### src/rtl/bas_pkg.sv
package bas_pkg;

  // What an edge does to the sequencer state
  typedef enum logic [1:0] {
    ACT_HOLD    = 2'd0,
    ACT_LOAD    = 2'd1,
    ACT_DESEL   = 2'd2,
    ACT_ADVANCE = 2'd3
  } edge_act_e;

  // Low address bits of beat 'beat' starting from 'start'
  function automatic logic [1:0] beat_low(input logic [1:0] start,
                                          input logic [1:0] beat,
                                          input logic       xor_order);
    logic [1:0] r;
    if (xor_order) r = start ^ beat;
    else           r = start + beat;
    return r;
  endfunction

endpackage

### src/rtl/bas_edge_decode.sv
module bas_edge_decode
  import bas_pkg::*;
(
  input  logic      proc_strobe_n,
  input  logic      ctrl_strobe_n,
  input  logic      advance_n,
  input  logic      en_master_n,
  input  logic      en_hi,
  input  logic      en_lo_n,
  input  logic      sel_q,
  output edge_act_e act
);
  logic proc_eff, ctrl_eff, all_en;

  always_comb begin
    proc_eff = !proc_strobe_n && !en_master_n;
    ctrl_eff = !ctrl_strobe_n && !proc_eff;
    all_en   = !en_master_n && en_hi && !en_lo_n;
    act      = ACT_HOLD;
    if (proc_eff || ctrl_eff) begin
      act = all_en ? ACT_LOAD : ACT_DESEL;
    end else if (proc_strobe_n && ctrl_strobe_n && !advance_n && sel_q) begin
      act = ACT_ADVANCE;
    end
  end
endmodule

### src/rtl/bas_beat_counter.sv
module bas_beat_counter #(
  parameter int BEAT_W = 2
) (
  input  logic              clk,
  input  logic              rst_n,
  input  logic              clr,
  input  logic              step,
  output logic [BEAT_W-1:0] beat
);
  always_ff @(posedge clk) begin
    if (!rst_n)    beat <= '0;
    else if (clr)  beat <= '0;
    else if (step) beat <= beat + 1'b1;
  end
endmodule

### src/rtl/bas_base_reg.sv
module bas_base_reg #(
  parameter int ADDR_W = 17
) (
  input  logic              clk,
  input  logic              rst_n,
  input  logic              load,
  input  logic              desel,
  input  logic [ADDR_W-1:0] d,
  output logic [ADDR_W-1:0] base,
  output logic              sel_q,
  output logic              desel_q
);
  always_ff @(posedge clk) begin
    if (!rst_n) begin
      base    <= '0;
      sel_q   <= 1'b0;
      desel_q <= 1'b0;
    end else begin
      desel_q <= desel;
      if (load) begin
        base  <= d;
        sel_q <= 1'b1;
      end else if (desel) begin
        sel_q <= 1'b0;
      end
    end
  end
endmodule

### src/rtl/burst_addr_seq.sv
module burst_addr_seq
  import bas_pkg::*;
#(
  parameter int ADDR_W = 17
) (
  input  logic              clk,
  input  logic              rst_n,
  input  logic [ADDR_W-1:0] ext_addr,
  input  logic              proc_strobe_n,
  input  logic              ctrl_strobe_n,
  input  logic              advance_n,
  input  logic              en_master_n,
  input  logic              en_hi,
  input  logic              en_lo_n,
  input  logic              interleave_mode,
  output logic [ADDR_W-1:0] acc_addr,
  output logic              selected,
  output logic              desel_pulse
);
  localparam int BEAT_W = 2;

  edge_act_e         act;
  logic              load_evt, desel_evt, adv_evt;
  logic [BEAT_W-1:0] beat;
  logic [ADDR_W-1:0] base;
  logic              sel_q;

  bas_edge_decode u_dec (
    .proc_strobe_n (proc_strobe_n),
    .ctrl_strobe_n (ctrl_strobe_n),
    .advance_n     (advance_n),
    .en_master_n   (en_master_n),
    .en_hi         (en_hi),
    .en_lo_n       (en_lo_n),
    .sel_q         (sel_q),
    .act           (act)
  );

  assign load_evt  = (act == ACT_LOAD);
  assign desel_evt = (act == ACT_DESEL);
  assign adv_evt   = (act == ACT_ADVANCE);

  bas_beat_counter #(.BEAT_W(BEAT_W)) u_cnt (
    .clk   (clk),
    .rst_n (rst_n),
    .clr   (load_evt),
    .step  (adv_evt),
    .beat  (beat)
  );

  bas_base_reg #(.ADDR_W(ADDR_W)) u_base (
    .clk     (clk),
    .rst_n   (rst_n),
    .load    (load_evt),
    .desel   (desel_evt),
    .d       (ext_addr),
    .base    (base),
    .sel_q   (sel_q),
    .desel_q (desel_pulse)
  );

  assign acc_addr = {base[ADDR_W-1:BEAT_W],
                     beat_low(base[BEAT_W-1:0], beat, interleave_mode)};
  assign selected = sel_q;
endmodule

### config.mk
export PLATFORM = sky130hd
export DESIGN_NAME = burst_addr_seq
export DESIGN_NICKNAME = d
export VERILOG_FILES = /design/src/rtl/bas_pkg.sv /design/src/rtl/bas_edge_decode.sv /design/src/rtl/bas_beat_counter.sv /design/src/rtl/bas_base_reg.sv /design/src/rtl/burst_addr_seq.sv
export SDC_FILE = /design/constraint.sdc
export NUM_CORES = 1
export LEC_CHECK = 0
export CORE_ASPECT_RATIO = 0.7
export CORE_MARGIN = 5
export CORE_UTILIZATION = 45
export CTS_CLUSTER_DIAMETER = 80
export DETAILED_ROUTE_END_ITERATION = 8
export PLACE_DENSITY = 0.89
export RECOVER_POWER = 50
export SLEW_MARGIN = 20
export SYNTH_ARGS = -nofsm -noshare
export SYNTH_HDL_FRONTEND = slang
export SYNTH_SLANG_ARGS = --single-unit
export TNS_END_PERCENT = 10
### constraint.sdc
create_clock -name clk -period 3.8 [get_ports clk]
set_input_delay 1.14 -clock clk [delete_from_list [all_inputs] [get_ports clk]]
set_output_delay 1.14 -clock clk [all_outputs]
set_load 0.02 [all_outputs]
==> results.toml <==
[floorplan]
num_rows = 14
die_area_sq_mm = 0.00351
die_y_microns = 51.1
start_util_pct = 48.8
io_pins = 45
die_x_microns = 68.7
coreArea_sq_mm = 0.00222

[route]
wire_per_inst_microns = 13.2
drc = 0
first_iter_violations = 6
first_pass_iters = 2
vias = 760
ant_nets = 0
drt_wl_total_mm = 2.15
via_per_inst = 4.66

[synthesis]
synth-async-reset-ratio_pct = 0
syn_inst = 101
syn_avg_cell_area_sq_um = 10.8
ys_types = 23
yosys.area.top_type = "dfxtp_1"
synth-edff-count = 0
synth_compound_area_share_pct = 4.72
synthTopCellsByArea = "dfxtp_1 39%, mux2i_1 17%, nor2b_1 12%, buf_4 10%, ha_1 5.8%"
synthMostInstantiatedCell = "dfxtp_1"
synth_top_family_by_area = "simple AND/OR/NAND/NOR gates"
yosysWarnings = 0
synthAdderAreaFrac_pct = 5.76
synth_top_cells_by_count = "21 x dfxtp_1, 20 x nor2b_1, 18 x mux2i_1, 15 x buf_4, 5 x ha_1"
synthSimpleGateAreaFrac_pct = 17.9
syn_nets = 132
syn_area_sq_mm = 0.00109
synth-seq-area-share_pct = 38.7
yosys.area.top_type_share_pct = 38.7
synth-xor-area-share_pct = 2.42
ys_ff_latch = 21
synth_flop_cell = "dfxtp_1"
synth.area.mux_share_pct = 16.6

[critical_path]
critPathBufInv = 2
critPathRequiredTime_ns = 2.66
critPathLaunchType = "input port"
crit_fanout = 1
cpMostUsedCell = "clkdlybuf4s50_1"
crit_chain = "clkdlybuf4s50_1, nor2b_1, xnor2_1, clkdlybuf4s50_1"
crit_arrival_ns = 2.43
end_kind = "primary output"
cp.depth = 4
crit_start = "interleave_mode"
crit_family = "buffers and inverters"
r2r_cells = 6
path_class = "in -> out"
crit_slowest_cell = "clkdlybuf4s50_1"
max_stage_delay_ns = 0.63
r2r_start = "u_base.sel_q$_SDFFE_PN0P_"

[timing]
setup_tns_ns = 0
worst_slew_pin_slew_ns = 0.578
max_freq_ghz = 0.280
period_needed_ns = 3.57
slew_headroom_pct = 61.3
slew_viol_final = 0
finalCritPeriodShare_pct = 94.0
timing.final.hold_violations = 0
clock_skew_ns = 0.00358
rsz0062_at_grt = "false"
setup_viol = 0

[grt]
grt_max_degree = 21
grt_usage_pct = 12.7
grt_first_pass_wirelength_mm = 3.35
globalRouteOverflowTotal = 0
busiest_layer = "met2"
antenna_found_initial = 0
grt.met2_usage_pct = 23.9
use_met3_pct = 7.24
grt_util_met1_pct = 11.8
grt_pass1_vias = 791

[power_and_ir_drop]
combPwrFrac_pct = 17.0
cell_internal_pwr_w = 0.000308
vdd_drop_max_v = 0.000215
netSwitchingFraction_pct = 22.5
seqPwrFrac_pct = 57.1
power.leakage_nw = 0.552
switching_power_w = 0.0000895
powerDensity_mw_per_mm2 = 274
clockPowerShare_pct = 25.8

[clock_tree]
worst_skew_pair.late_latency_ns = 0.30
cts_max_path_buffers = 2
cts-root-buf = "clkbuf_4"
cts.sinks = 21
cts_tree = "built"
cts_setup_buffers = 0
cts_made_buffers = 3
cts-resized-gates = 0
htreeDepth = 1
hold_buffers = 0
clk_pin_slew_worst_paths_ns = 0.10

[outcome]
outcome = "finished, final reports clean"

[cells_and_area]
fin_area_sq_mm = 0.00145
diodes = 0
multi_input_area_sq_um = 514
synthToLayoutAreaGrowth_pct = 33.4
drive_gt1_share_pct = 5.34
final_cell_count_no_fill = 163
nets = 163
seqCellArea_sq_um = 420
nFillCells = 203

[placed_design]
place_area_sq_mm = 0.00142
place_congestion = 0.789
dp_cells = 159
post-dp-hpwl_mm = 1.74
port_buffers = 44

[hold_path]
hold_path.class = "reg -> reg"
hold-path-cell-count = 2
hp-start = "u_base.base[3]$_SDFFE_PN0N_"

[run]
cap_violations = 0
-- cell families after synthesis --
kind of cell	Yosys count
mux	18
simple gates	29
buf+inv	19
fa+ha+maj	5
xor+xnor	3
flops	21
compound gates	6
-- cell usage in the layout (no fill, tap or decap) --
cell type / instances
a21bo_2: 1
a21oi_2: 1
and2_1: 2
buf_4: 1
clkbuf_1: 1
clkbuf_4: 3
clkdlybuf4s50_1: 25
dfxtp_1: 21
dlygate4sd3_1: 19
ha_1: 5
mux2i_1: 18
nand2b_4: 1
nand3b_1: 1
nand4b_1: 1
nor2_1: 1
nor2b_1: 20
nor3b_1: 1
o21a_1: 1
o21ai_0: 1
o221a_1: 1
o221ai_1: 1
or2_1: 1
or3b_1: 1
xnor2_1: 3
-- power groups by stage --
stage	sequential (W)	combinational, W	clock, W
3_5_place_dp	0.000232	0.0000699	0
5_1_grt	0.000228	0.0000725	0.000119
6_report	0.000227	0.0000676	0.000103
3_3_place_gp	0.000232	0.0000676	0
4_1_cts	0.000227	0.0000703	0.000109
2_1_floorplan	0.000233	0.0000343	0
-- metal layers --
layer	wire length [microns]	vias to the layer above
met4	6	0
met3	254	2
met5	0	-
li1	-	382
met1	802	344
met2	1090	32
-- registers in the layout (all words and copies together), names as in the netlist --
name            cells
u_base.sel_q        1
u_cnt.beat          2
u_base.desel_q      1
u_base.base        17
-- final timing paths --
path,to,slack (ns)
max,acc_addr[1],0.23
max reg2reg,u_base.base[7]$_SDFFE_PN0N_,2.10
min,u_base.base[3]$_SDFFE_PN0N_,0.52
min reg2reg,u_base.base[3]$_SDFFE_PN0N_,0.52
-- cell type report --
| type | count | share of cell area, % |
|---|---|---|
| clock buffer | 4 | 1.81 |
| multi-input combinational | 61 | 35.5 |
| tap | 32 | 2.76 |
| sequential | 21 | 29.0 |
| timing repair buffer | 45 | 30.9 |
-- worst register-to-register path: stages (launching register included) --
cell,delay (ns)
dfxtp_1,0.37
nand4b_1,0.20
o21ai_0,0.23
ha_1,0.22
buf_4,0.29
mux2i_1,0.24
nor2b_1,0.06
-- per-stage QoR --
step	hold slack, ns	worst slack, ns	util (%)	total power (W)
2_1_floorplan	0.484	1.11	-	0.000267
3_3_place_gp	0.495	0.245	63.9	0.000300
3_5_place_dp	0.505	0.216	63.9	0.000302
4_1_cts	0.531	0.210	65.1	0.000407
5_1_grt	0.544	0.146	65.1	0.000420
6_report	0.516	0.227	65.1	0.000397
Power figures use the tool's default switching activity.
